<file path="config.mk">
export PLATFORM = sky130hd
export DESIGN_NAME = rtcw_top
export DESIGN_NICKNAME = d
export VERILOG_FILES = /design/src/rtl/rtcw_pkg.sv /design/src/rtl/rtcw_decode.sv /design/src/rtl/rtcw_shadow.sv /design/src/rtl/rtcw_ctrl.sv /design/src/rtl/rtcw_top.sv
export SDC_FILE = /design/constraint.sdc
export NUM_CORES = 1
export LEC_CHECK = 0
export BUFFER_PORTS_ARGS = -buffer_cell sky130_fd_sc_hd__buf_2
export CAP_MARGIN = 10
export CELL_PAD_IN_SITES_DETAIL_PLACEMENT = 2
export CELL_PAD_IN_SITES_GLOBAL_PLACEMENT = 2
export CORE_MARGIN = 5
export CORE_UTILIZATION = 28
export DETAILED_ROUTE_END_ITERATION = 16
export GPL_ROUTABILITY_DRIVEN = 0
export PLACE_DENSITY = 0.85
export SYNTH_ARGS = -nofsm -noshare
export SYNTH_HDL_FRONTEND = slang
export SYNTH_SLANG_ARGS = --single-unit
</file>
<file path="constraint.sdc">
create_clock -name clk -period 6.1 [get_ports clk]
set_clock_uncertainty 0.05 [all_clocks]
set_input_delay 0.61 -clock clk [delete_from_list [all_inputs] [get_ports clk]]
set_output_delay 0.61 -clock clk [all_outputs]
set_load 0.005 [all_outputs]
</file>
<file path="src/rtl/rtcw_pkg.sv">
`timescale 1ns/1ps
package rtcw_pkg;
  localparam int OFF_W      = 3;
  localparam int TIME_BYTES = 7;
  localparam int CENT_W     = 6;

  localparam logic [OFF_W-1:0] OFF_SEC  = 3'd0;
  localparam logic [OFF_W-1:0] OFF_WDAY = 3'd3;
  localparam logic [OFF_W-1:0] OFF_CTRL = 3'd7;

  localparam int BIT_OSC   = 7;
  localparam int BIT_FTEST = 6;
  localparam int BIT_WHOLD = 7;
  localparam int BIT_RHOLD = 6;

  // Bits of a time byte kept in the user copy (control bits live elsewhere)
  function automatic logic [7:0] keep_mask(input int idx);
    case (idx)
      0:       keep_mask = 8'h7F;
      3:       keep_mask = 8'hBF;
      default: keep_mask = 8'hFF;
    endcase
  endfunction
endpackage

</file>
<file path="src/rtl/rtcw_decode.sv">
`timescale 1ns/1ps
module rtcw_decode
  import rtcw_pkg::*;
#(
  parameter int ADDR_W = 19
) (
  input  logic              ce_n,
  input  logic              oe_n,
  input  logic              we_n,
  input  logic [ADDR_W-1:0] addr,
  output logic              hit,
  output logic [OFF_W-1:0]  off,
  output logic              wr_en,
  output logic              rd_en
);
  assign hit   = &addr[ADDR_W-1:OFF_W];
  assign off   = addr[OFF_W-1:0];
  assign wr_en = !ce_n && !we_n && hit;
  assign rd_en = !ce_n && !oe_n && we_n && hit;
endmodule

</file>
<file path="src/rtl/rtcw_shadow.sv">
`timescale 1ns/1ps
module rtcw_shadow
  import rtcw_pkg::*;
#(
  parameter int NB = TIME_BYTES
) (
  input  logic            clk,
  input  logic            rst_n,
  input  logic            wr_en,
  input  logic [OFF_W-1:0] wr_off,
  input  logic [7:0]      wr_data,
  input  logic            refresh,
  input  logic            hold,
  input  logic [NB*8-1:0] cnt_bytes,
  output logic [NB*8-1:0] uc_bytes
);
  logic [NB*8-1:0] cnt_masked;

  for (genvar gi = 0; gi < NB; gi++) begin : g_byte
    localparam logic [7:0] MASK = keep_mask(gi);
    logic [7:0] byte_q;
    logic [7:0] byte_d;
    logic       sel_wr;

    assign sel_wr = wr_en && (wr_off == OFF_W'(gi));
    assign cnt_masked[gi*8 +: 8] = cnt_bytes[gi*8 +: 8] & MASK;

    always_comb begin
      byte_d = byte_q;
      if (sel_wr)       byte_d = wr_data & MASK;
      else if (refresh) byte_d = cnt_bytes[gi*8 +: 8] & MASK;
    end

    always_ff @(posedge clk or negedge rst_n) begin
      if (!rst_n) byte_q <= 8'h00;
      else        byte_q <= byte_d;
    end

    assign uc_bytes[gi*8 +: 8] = byte_q;
  end

  // a held copy moves only by host writes
  assert_hold_freeze_R3: assert property (@(posedge clk) disable iff (!rst_n)
    (hold && !wr_en) |=> $stable(uc_bytes));

  // a refresh takes every byte in the same cycle
  assert_refresh_all_R7: assert property (@(posedge clk) disable iff (!rst_n)
    (refresh && !wr_en) |=> (uc_bytes == $past(cnt_masked)));
endmodule

</file>
<file path="src/rtl/rtcw_ctrl.sv">
`timescale 1ns/1ps
module rtcw_ctrl
  import rtcw_pkg::*;
(
  input  logic              clk,
  input  logic              rst_n,
  input  logic              ctrl_wr,
  input  logic              sec_wr,
  input  logic              wday_wr,
  input  logic [7:0]        wr_data,
  input  logic              cent_refresh,
  input  logic [CENT_W-1:0] cnt_cent,
  output logic              whold,
  output logic              rhold,
  output logic [CENT_W-1:0] cent,
  output logic              osc_stop,
  output logic              ftest,
  output logic              load
);
  logic              wh_q, wh_d, rh_q, rh_d, osc_q, osc_d, ft_q, ft_d, ld_q, ld_d;
  logic [CENT_W-1:0] cent_q, cent_d;
  logic              sets_hold;

  assign sets_hold = wr_data[BIT_WHOLD] || wr_data[BIT_RHOLD];

  always_comb begin
    wh_d   = wh_q;
    rh_d   = rh_q;
    cent_d = cent_q;
    osc_d  = osc_q;
    ft_d   = ft_q;
    ld_d   = 1'b0;
    if (ctrl_wr) begin
      wh_d = wr_data[BIT_WHOLD];
      rh_d = wr_data[BIT_RHOLD];
      if (!sets_hold && wh_q) cent_d = wr_data[CENT_W-1:0];
      ld_d = wh_q && !wr_data[BIT_WHOLD];
    end else if (cent_refresh) begin
      cent_d = cnt_cent;
    end
    if (sec_wr)  osc_d = wr_data[BIT_OSC];
    if (wday_wr) ft_d  = wr_data[BIT_FTEST];
  end

  always_ff @(posedge clk or negedge rst_n) begin
    if (!rst_n) begin
      wh_q   <= 1'b0;
      rh_q   <= 1'b0;
      cent_q <= '0;
      osc_q  <= 1'b0;
      ft_q   <= 1'b0;
      ld_q   <= 1'b0;
    end else begin
      wh_q   <= wh_d;
      rh_q   <= rh_d;
      cent_q <= cent_d;
      osc_q  <= osc_d;
      ft_q   <= ft_d;
      ld_q   <= ld_d;
    end
  end

  assign whold    = wh_q;
  assign rhold    = rh_q;
  assign cent     = cent_q;
  assign osc_stop = osc_q;
  assign ftest    = ft_q;
  assign load     = ld_q;

  assert_cent_keep_R5: assert property (@(posedge clk) disable iff (!rst_n)
    (ctrl_wr && sets_hold) |=> (cent_q == $past(cent_q)));

  assert_cent_load_R6: assert property (@(posedge clk) disable iff (!rst_n)
    (ctrl_wr && wh_q && !sets_hold) |=> (cent_q == $past(wr_data[CENT_W-1:0])));

  assert_cent_rhclear_R6: assert property (@(posedge clk) disable iff (!rst_n)
    (ctrl_wr && !wh_q) |=> (cent_q == $past(cent_q)));

  assert_load_on_clear_R4: assert property (@(posedge clk) disable iff (!rst_n)
    ld_q |-> (!wh_q && $past(wh_q)));
endmodule

</file>
<file path="src/rtl/rtcw_top.sv">
`timescale 1ns/1ps
module rtcw_top
  import rtcw_pkg::*;
#(
  parameter int ADDR_W = 19
) (
  input  logic                      clk,
  input  logic                      rst_n,
  input  logic                      bus_ce_n,
  input  logic                      bus_oe_n,
  input  logic                      bus_we_n,
  input  logic [ADDR_W-1:0]         bus_addr,
  input  logic [7:0]                bus_wdata,
  output logic [7:0]                bus_rdata,
  output logic                      bus_rd_en,
  output logic                      win_hit,
  input  logic [TIME_BYTES*8-1:0]   cnt_time,
  input  logic [CENT_W-1:0]         cnt_century,
  input  logic                      cnt_tick,
  input  logic                      sq512,
  output logic                      load_pulse,
  output logic [TIME_BYTES*8-1:0]   load_time,
  output logic [CENT_W-1:0]         load_century,
  output logic                      osc_run,
  output logic                      ftest_en
);
  localparam int NREG = 1 << OFF_W;

  logic rst_s0, rst_s1, rst_int_n;
  always_ff @(posedge clk or negedge rst_n) begin
    if (!rst_n) begin
      rst_s0 <= 1'b0;
      rst_s1 <= 1'b0;
    end else begin
      rst_s0 <= 1'b1;
      rst_s1 <= rst_s0;
    end
  end
  assign rst_int_n = rst_s1;

  logic [OFF_W-1:0] off;
  logic             wr_en, rd_en, hit;

  rtcw_decode #(.ADDR_W(ADDR_W)) u_decode (
    .ce_n (bus_ce_n),
    .oe_n (bus_oe_n),
    .we_n (bus_we_n),
    .addr (bus_addr),
    .hit  (hit),
    .off  (off),
    .wr_en(wr_en),
    .rd_en(rd_en)
  );

  logic              whold, rhold, osc_stop, ftest, load, hold, refresh;
  logic [CENT_W-1:0] cent;
  logic              ctrl_wr, sec_wr, wday_wr, time_wr;

  assign ctrl_wr = wr_en && (off == OFF_CTRL);
  assign sec_wr  = wr_en && (off == OFF_SEC);
  assign wday_wr = wr_en && (off == OFF_WDAY);
  assign time_wr = wr_en && (off != OFF_CTRL);
  assign hold    = whold || rhold;
  assign refresh = cnt_tick && !hold;

  rtcw_ctrl u_ctrl (
    .clk         (clk),
    .rst_n       (rst_int_n),
    .ctrl_wr     (ctrl_wr),
    .sec_wr      (sec_wr),
    .wday_wr     (wday_wr),
    .wr_data     (bus_wdata),
    .cent_refresh(refresh),
    .cnt_cent    (cnt_century),
    .whold       (whold),
    .rhold       (rhold),
    .cent        (cent),
    .osc_stop    (osc_stop),
    .ftest       (ftest),
    .load        (load)
  );

  logic [TIME_BYTES*8-1:0] uc_bytes;

  rtcw_shadow #(.NB(TIME_BYTES)) u_shadow (
    .clk      (clk),
    .rst_n    (rst_int_n),
    .wr_en    (time_wr),
    .wr_off   (off),
    .wr_data  (bus_wdata),
    .refresh  (refresh),
    .hold     (hold),
    .cnt_bytes(cnt_time),
    .uc_bytes (uc_bytes)
  );

  logic [7:0] view [NREG];
  always_comb begin
    for (int i = 0; i < TIME_BYTES; i++) view[i] = uc_bytes[i*8 +: 8];
    view[OFF_SEC][BIT_OSC]     = osc_stop;
    view[OFF_SEC][0]           = (ftest && !osc_stop) ? sq512 : uc_bytes[0];
    view[OFF_WDAY][BIT_FTEST]  = ftest;
    view[OFF_CTRL]             = {whold, rhold, cent};
  end

  assign bus_rdata    = rd_en ? view[off] : 8'h00;
  assign bus_rd_en    = rd_en;
  assign win_hit      = hit;
  assign load_pulse   = load;
  assign load_time    = uc_bytes;
  assign load_century = cent;
  assign osc_run      = !osc_stop;
  assign ftest_en     = ftest;

  assert_read_in_window_R1: assert property (@(posedge clk) disable iff (!rst_int_n)
    bus_rd_en |-> win_hit);

  assert_idle_bus_zero_R1: assert property (@(posedge clk) disable iff (!rst_int_n)
    !bus_rd_en |-> (bus_rdata == 8'h00));

  assert_ftest_seen_R9: assert property (@(posedge clk) disable iff (!rst_int_n)
    (bus_rd_en && (bus_addr[OFF_W-1:0] == OFF_SEC) && ftest_en && osc_run)
      |-> (bus_rdata[0] == sq512));
endmodule

</file>
# Word-level counts from Yosys, hierarchy flattened
# Index checks and enable logic that the tools add are counted.
# totals
register_bits	69
latch_bits	0
ramBits	0
mem_bits_ro	0
input_bits	96
n_memories	0
# op_classes
addsub	0
n_mul	0
div	0
n_lt_le_gt_ge	1
n_eq_ne	9
shifts	0
muxes	23
bitwise	1
reduce_logical	40
# ops
op	count
$mux W8	17
$bmux W8 S3	1
$logic_and A1 B1 Y1	20
$mux W6	3
$reduce_and A16 Y1	1
$reduce_bool A2 Y1	8
$eq A3 B3 Y1 const B	4
$logic_not A1 Y1	7
$eq A3 B2 Y1 const B	2
$ge A4 B4 Y1 const B	1
$not A3 Y4	1
$eq A3 B1 Y1 const B	1
$logic_not A3 Y1	1
$ne A3 B3 Y1 const B	1
$logic_or A1 B1 Y1	2
$mux W1	2
$ne A2 B1 Y1 const B	1
$reduce_and A2 Y1	1

# Longest topological paths before layout
# Gate-level depths: netlist of the first run.
# depth
ltp_word	7
depth_mapped	6

# Hierarchy
# A second synthesis of the first run with hierarchy kept.
# unflattened
cells_unflattened	278
area_unflattened_um2	3983.8
# by_module_without_submodules
mod	n_inst	cells_per_inst	area_each_um2	seq_area_each_um2
rtcw_shadow	1	183	2735.1	1351.3
rtcw_top	1	54	639.4	50.0
rtcw_ctrl	1	31	518.0	275.3
rtcw_decode	1	10	91.3	0.0

# Least setup slack after synthesis of the first run
# OpenSTA, ideal clock, no wires.
# synth_path
path_kind	in2out
startpoint	input bus_addr[10]
endpoint	output bus_rdata[0]
t_arrival_ns	1.593
required_time_ns	5.440
slack_ns	3.847
cell_stages	4
path_cell_list	nand4_1 nor3_1 nand4b_1 nor3_1
# synth_between
elab_chain_cells	3
# synth_lines
item	line_no	text
from (decl)	rtcw_top.sv:12	input logic [ADDR_W-1:0] bus_addr,
$reduce_and A16 Y1	rtcw_decode.sv:16	assign hit = &addr[ADDR_W-1:OFF_W];
$logic_and A1 B1 Y1	rtcw_decode.sv:19	assign rd_en = !ce_n && !oe_n && we_n && hit;
$mux W8	rtcw_top.sv:106	assign bus_rdata = rd_en ? view[off] : 8'h00;
to (decl)	rtcw_top.sv:14	output logic [7:0] bus_rdata,
# No other way between the ends.

# Worst setup path after layout of the first run
# layout_path
startpoint	input bus_addr[13]
endpoint	output bus_rdata[0]
# The elaborated chain is that of the path after synthesis.

==> run summary, run 1 <==
DRC: 0
sequential area share after synthesis: 0.4510
post-CTS resize count: 0
Max VDD drop: 0.1013 mV
share of layout cells above drive strength 1: 0.4147
pwr dens: 253.4 mW/mm^2
Fin Setup TNS: 0 ns
ys async rst share: 1.000
Final Hold Fails: 0
Arr. time, crit path: 2.22 ns
crit path cell chain: buf_2, nand4_1, nor3_1, nand4b_1, nor3_1, buf_2
grt ovf: 0
max_slew headroom: 0.3126
Post-Route WL: 14230 um
crit path from: bus_addr[13]
critical path type: primary input to output pin
Die ar.: 0.01568 sq mm
Slowest-stage cell, CP: nand4b_1
Post-DRT Antenna Nets: 0
area growth from synthesis to layout: 33.39%
unique cell type count in the Yosys netlist: 29
Post-Syn Area: 0.003717 sq mm
Setup crit start kind: primary input
Clock transition at path regs: 0.06 ns
Crit path buffers/inverters: 2
vias: 3434
delay-heaviest family, CP: simple AND/OR/NAND/NOR gates
total CTS buffers: 9
Psw: 0.3313 mW
WL/cell: 20.92 um
CP endpoint: bus_rdata[0]
final period utilization: 0.4715
dpl cells: 663
vias per cell: 5.050
Max Freq: 0.3477 GHz
# diodes: 0
Hold WC Path Type: flop to flop
Row Count: 42
final non-filler cell total: 680
Final Max Tran Viols: 0
Sw Share: 0.2637
CP Data Required Time: 5.44 ns
Nets: 595
Post-Synthesis Cells: 348
Worst R2R Path Depth: 4
die width: 125.2 um
overall power: 1.256 mW
Int Pwr: 0.9249 mW
YS warnings: 0
clk_lat worst skew: 0.33 ns
# Max-Cap Violations: 0
I/O pins: 171
post-layout util: 0.3774
syn_area_per_cell: 10.68 sq um
Worst setup EP type: output pin
stages on the worst setup path: 6
largest net degree at the start of global routing: 66
outcome: complete, no violations
Iter 0 DRT Violations: 145
Clk pwr share: 0.411
vias in the first global route: 4009
Root Buffer: clkbuf_16
worst r2r src: u_ctrl.rhold$_DFFE_PN0P_
FF-to-FF setup slack: 3.90 ns
CTS tree: done
reg-to-reg endpoint: u_ctrl.cent[5]$_DFFE_PN0P_
Leak: 2.478 nW
Post-synth EDFFs: 0
sequential share of power: 0.413
Tmin final: 2.876 ns
Die H: 125.2 um
Clock Path Buffers: 2
TritonRoute pass-1 iters: 4
# port buffers: 166
biggest cell delay along the critical path: 0.48 ns
worst-margin pin slew: 1.031 ns
#FFs+latches synth: 67
RSZ-0062 raised after global routing: no
Combinational Power Share: 0.175
Total GRT Usage: 0.1820
Worst Path Max Fanout: 9
first-pass GRT wire length: 22630 um
Post-DP HPWL: 10700 um
Fin Hold WS: 0.3001 ns
antenna violations before repair: 0
core area: 0.01314 sq mm
dominant synthesized flop cell: dfrtp_1
depth of the CTS H-tree: 3
clk sinks: 67
Final Setup Violations: 0
Starting Density: 0.2830
==> sequential cells by signal (all words and copies together) (netlist names) <==
signal / flops
rst_int_n: 1
rst_s0: 1
u_ctrl.cent: 6
u_ctrl.ftest: 1
u_ctrl.load: 1
u_ctrl.osc_stop: 1
u_ctrl.rhold: 1
u_ctrl.whold: 1
u_shadow.g_byte.byte_q: 54
==> metrics by stage <==
step / instance area (sq um) / setup WS, ns
final: 4959 / 3.224
after CTS: 4959 / 3.147
after global routing: 4959 / 2.960
after global placement: 4653 / 3.218
after floorplan: 3721 / 3.847
after detailed placement: 4653 / 3.112
==> synthesized netlist by cell type, types with 2 or more instances <==
| cell type | n | area, sq um |
|---|---|---|
| a21oi_1 | 54 | 270.3 |
| a221o_1 | 6 | 60.06 |
| and3_1 | 6 | 37.54 |
| and4_1 | 2 | 17.52 |
| buf_1 | 3 | 11.26 |
| buf_2 | 13 | 65.06 |
| buf_4 | 2 | 15.01 |
| clkbuf_1 | 9 | 33.78 |
| clkbuf_2 | 3 | 15.01 |
| conb_1 | 2 | 7.510 |
| dfrtp_1 | 67 | 1677 |
| inv_1 | 2 | 7.510 |
| mux2_2 | 5 | 56.30 |
| mux2i_1 | 61 | 610.6 |
| mux4_2 | 16 | 360.4 |
| nand3_1 | 2 | 10.01 |
| nand4_1 | 10 | 62.56 |
| nand4b_1 | 4 | 35.03 |
| nor2_1 | 66 | 247.7 |
| nor2b_1 | 2 | 12.51 |
| nor3_1 | 3 | 15.01 |
| nor3b_1 | 3 | 22.52 |
==> logic make-up after synthesis <==
family,Yosys count,synth area share
other,2,0.002020
buffers and inverters,32,0.03971
AND/OR/NAND/NOR,104,0.1397
AO/OA/AOI/OAI,61,0.09122
flip-flops,67,0.4510
multiplexers,82,0.2763
==> what timing repair did <==
item	CTS	global route
hold buffers	1	0
buffers inserted	0	0
endpoints found under the hold margin	2	0
==> cell type report <==
class	count	area [sq um]
Sequential cell	67	1678
Tap cell	176	220.2
Multi-Input combinational cell	250	1902
Fill cell	1453	8179
Inverter	2	7.507
Clock buffer	11	242.7
Clock inverter	5	52.55
Timing Repair Buffer	169	855.8
==> power groups by stage <==
stage                     Clock (mW)  Sequential (mW)  Combinational [mW]
after floorplan                    0            0.528               0.108
after global placement             0            0.523               0.214
after detailed placement           0            0.527               0.223
after CTS                      0.533            0.520               0.225
after global routing           0.550            0.526               0.243
final                          0.517            0.519               0.220
==> cells in the final DEF (no fill, tap or decap), types with 2 or more instances in the layout <==
| master | Yosys | routed |
|---|---|---|
| dfrtp_1 | 67 | 66 |
| nor2b_1 | 2 | 2 |
| nand4_1 | 10 | 10 |
| mux4_2 | 16 | 16 |
| a21oi_1 | 54 | 54 |
| and4_1 | 2 | 2 |
| and3_1 | 6 | 6 |
| a221o_1 | 6 | 6 |
| inv_1 | 2 | 2 |
| nor2_1 | 66 | 66 |
| nor3_1 | 3 | 3 |
| nand3_1 | 2 | 2 |
| nand4b_1 | 4 | 4 |
| clkinv_2 | 0 | 3 |
| conb_1 | 2 | 3 |
| clkbuf_16 | 0 | 9 |
| mux2_2 | 5 | 5 |
| mux2i_1 | 61 | 61 |
| buf_2 | 13 | 166 |
| nor3b_1 | 3 | 2 |
| buf_4 | 2 | 2 |
==> per-layer routing <==
metal | wire [um] | vias up | track usage
met5 | 0 | - | 0
met2 | 7254 | 102 | 0.3186
li1 | - | 1570 | -
met3 | 702 | 16 | 0.03710
met1 | 6082 | 1746 | 0.2291
met4 | 186 | 0 | 0.04911
==> worst min-delay path by stage <==
| stage | startpoint | end | slack [ns] | cells after the start |
|---|---|---|---|---|
| 3_5_place_dp | rst_s0$_DFF_PN0_ | rst_int_n$_DFF_PN0_ | 0.29 | 0 |
| 3_3_place_gp | rst_s0$_DFF_PN0_ | rst_int_n$_DFF_PN0_ | 0.29 | 0 |
| 4_1_cts | rst_s0$_DFF_PN0_ | rst_int_n$_DFF_PN0_ | 0.30 | 0 |
| 2_1_floorplan | rst_n | rst_int_n$_DFF_PN0_ | 0.26 | 0 |
| 6_report | rst_s0$_DFF_PN0_ | rst_int_n$_DFF_PN0_ | 0.30 | 0 |
| 5_1_grt | rst_s0$_DFF_PN0_ | rst_int_n$_DFF_PN0_ | 0.31 | 0 |
Note: power is estimated with default switching activity, not from simulation.
==> inputs of run 2 (changes only) <==
--- a/config.mk
+++ b/config.mk
@@ -10,10 +10,10 @@
 export CELL_PAD_IN_SITES_DETAIL_PLACEMENT = 2
 export CELL_PAD_IN_SITES_GLOBAL_PLACEMENT = 2
 export CORE_MARGIN = 5
-export CORE_UTILIZATION = 28
+export CORE_UTILIZATION = 25
 export DETAILED_ROUTE_END_ITERATION = 16
 export GPL_ROUTABILITY_DRIVEN = 0
-export PLACE_DENSITY = 0.85
+export PLACE_DENSITY = 0.81
 export SYNTH_ARGS = -nofsm -noshare
 export SYNTH_HDL_FRONTEND = slang
 export SYNTH_SLANG_ARGS = --single-unit
==> constraint.sdc (replaced) <==
create_clock -name clk -period 2.5 [get_ports clk]
set_clock_uncertainty 0.05 [all_clocks]
set_input_delay 0.25 -clock clk [delete_from_list [all_inputs] [get_ports clk]]
set_output_delay 0.25 -clock clk [all_outputs]
set_load 0.005 [all_outputs]
==> run 2 against run 1 <==
Compared with the run above: design area grew 2.2%; non-clock buffer count up 13; register-to-register slack worse by 3.2 ns; sequential power up 150%; worst hold slack lost 0.13 ns; flip-flop and latch count stayed put; critical path depth is the same; clock power is 130% higher; cell count grew 2.8%; via count is 1.6% higher; worst setup slack worse by 3.0 ns; sequential share of layout area fell by 0.74 points.
==> run summary, run 2 (same netlist as run 1, synthesis figures left out) <==
Worst setup EP type: output pin (unchanged)
CTS tree: done (unchanged)
max reg flops: 54 (unchanged)
Post-DP HPWL: 11650 um (was 10700 um)
Clock transition at path regs: 0.06 ns (about the same)
outcome: complete, no violations (unchanged)
Psw: 0.8048 mW (was 0.3313 mW)
core area: 0.01453 sq mm (was 0.01314 sq mm)
Leak: 2.538 nW (was 2.478 nW)
depth of the CTS H-tree: 3 (unchanged)
DRC: 0 (unchanged)
commonest non-fill, non-tap cell in the layout: buf_2 (unchanged)
antenna violations before repair: 0 (unchanged)
Max Freq: 0.4359 GHz
total CTS buffers: 9 (unchanged)
pwr dens: 597.5 mW/mm^2 (was 253.4 mW/mm^2)
Final Hold Fails: 0 (unchanged)
CP endpoint: bus_rdata[0] (unchanged)
die width: 131.9 um (was 125.2 um)
Total GRT Usage: 0.1719 (was 0.1820)
Combinational Power Share: 0.178 (was 0.175)
Die H: 131.9 um (was 125.2 um)
worst r2r src: u_ctrl.rhold$_DFFE_PN0P_ (unchanged)
Worst Path Max Fanout: 4 (was 9)
Root Buffer: clkbuf_16 (unchanged)
Post-DRT Antenna Nets: 0 (unchanged)
sequential share of power: 0.422 (was 0.413)
Die ar.: 0.01741 sq mm (was 0.01568 sq mm)
vias per cell: 4.993 (was 5.050)
CP Data Required Time: 2.20 ns (was 5.44 ns)
Sw Share: 0.2657 (was 0.2637)
Iter 0 DRT Violations: 106 (was 145)
FF-to-FF setup slack: 0.66 ns (was 3.90 ns)
TritonRoute pass-1 iters: 4 (unchanged)
vias: 3490 (was 3434)
first-pass GRT wire length: 23630 um (was 22630 um)
critical path type: flop to output pin (was primary input to output pin)
clk_lat worst skew: 0.33 ns (about the same)
final period utilization: 0.9176
Max VDD drop: 0.2940 mV (was 0.1013 mV)
clk sinks: 67 (unchanged)
I/O pins: 171 (unchanged)
Worst R2R Path Depth: 4 (unchanged)
Setup crit start kind: flop (was primary input)
Post-Route WL: 14870 um (was 14230 um)
WL/cell: 21.28 um (was 20.92 um)
Tmin final: 2.294 ns
reg-to-reg endpoint: u_shadow.g_byte[3].byte_q[1]$_DFFE_PN0P_ (was u_ctrl.cent[5]$_DFFE_PN0P_)
Starting Density: 0.2558 (was 0.2830)
Final Max Tran Viols: 0 (unchanged)
Arr. time, crit path: 1.99 ns (was 2.22 ns)
max_slew headroom: 0.5636 (was 0.3126)
Clock Path Buffers: 2 (unchanged)
share of layout cells above drive strength 1: 0.4272 (was 0.4147)
Clk pwr share: 0.400 (was 0.411)
Int Pwr: 2.225 mW (was 0.9249 mW)
commonest cells after routing, fill and taps aside: 166 x buf_2, 66 x nor2_1, 66 x dfrtp_1 (unchanged)
# port buffers: 166 (unchanged)
# Max-Cap Violations: 0 (unchanged)
# hold bufs at CTS: 1 (unchanged)
Fin Setup TNS: 0 ns (unchanged)
crit path from: u_ctrl.osc_stop$_DFFE_PN0P_ (was bus_addr[13])
Final Setup Violations: 0 (unchanged)
Row Count: 44 (was 42)
grt ovf: 0 (unchanged)
area growth from synthesis to layout: 36.38% (was 33.39%)
biggest cell delay along the critical path: 0.46 ns (was 0.48 ns)
post-CTS setup buffer count: 0 (unchanged)
largest net degree at the start of global routing: 34 (was 66)
post-CTS resize count: 0 (unchanged)
dpl cells: 684 (was 663)
Hold WC Path Type: primary input to flop (was flop to flop)
RSZ-0062 raised after global routing: no (unchanged)
crit path cell chain: nor2b_1, mux2_2, mux4_2, nor2_1, nor3_1, buf_2 (was buf_2, nand4_1, nor3_1, nand4b_1, nor3_1, buf_2)
# diodes: 0 (unchanged)
worst-margin pin slew: 0.6546 ns (was 1.031 ns)
vias in the first global route: 4021 (was 4009)
Slowest-stage cell, CP: mux4_2 (was nand4b_1)
Nets: 608 (was 595)
final non-filler cell total: 699 (was 680)
Top reg by flops: u_shadow.g_byte.byte_q (unchanged)
-- run 2: worst min path at each step --
stage            startpoint                                  endpoint  slack, ns  depth (start not counted)
5_1_grt               rst_n                       rst_int_n$_DFF_PN0_       0.18                          2
4_1_cts               rst_n                          rst_s0$_DFF_PN0_       0.16                          2
6_report       cnt_time[29]  u_shadow.g_byte[3].byte_q[5]$_DFFE_PN0P_       0.17                          3
2_1_floorplan         rst_n                       rst_int_n$_DFF_PN0_       -0.1                          0
3_3_place_gp          rst_n                          rst_s0$_DFF_PN0_      -0.02                          1
3_5_place_dp          rst_n                          rst_s0$_DFF_PN0_      -0.01                          1
-- run 2: cell type report --
| cell class | instances | area (sq um) |
|---|---|---|
| clock buffer | 10 | 229.0 |
| clock inverter | 4 | 45.04 |
| fill | 1626 | 9464 |
| inverter | 2 | 7.507 |
| multi-input combinational | 250 | 1902 |
| sequential | 67 | 1678 |
| tap | 184 | 230.2 |
| timing repair buffer | 182 | 978.4 |
-- run 2: stage by stage --
step                        util  area [sq um]  power, mW  setup slack, ns  hold WS (ns)
after floorplan                -          3721      1.551           0.4462      -0.09559
after global placement    0.3293          4786      1.810           0.4449      -0.01510
after detailed placement  0.3293          4786      1.845           0.3853      -0.01160
after CTS                 0.3488          5070      3.077           0.1651        0.1557
after global routing      0.3488          5070      3.193          0.09700        0.1805
final                     0.3488          5070      3.029           0.2060        0.1748
-- run 2: critical path, delay by kind of cell (launching register included) --
family / cells / cell delay [ns]
buf+inv: 1 / 0.14
flops: 1 / 0.42
mux: 2 / 0.80
simple gates: 3 / 0.32
-- run 2: power by group through the flow --
| stage | logic [mW] | registers, mW | clock network [mW] |
|---|---|---|---|
| finish | 0.540 | 1.28 | 1.21 |
| global route | 0.596 | 1.30 | 1.30 |
| CTS | 0.552 | 1.28 | 1.25 |
| detailed placement | 0.546 | 1.30 | 0 |
| global placement | 0.524 | 1.29 | 0 |
| floorplan | 0.263 | 1.29 | 0 |
-- run 2: metal layers --
layer,GRT usage,up-vias,routed length (um)
li1,-,1593,-
met1,0.2189,1772,6439
met2,0.2911,114,7497
met3,0.04046,11,785
met4,0.04914,0,152
met5,0,-,0
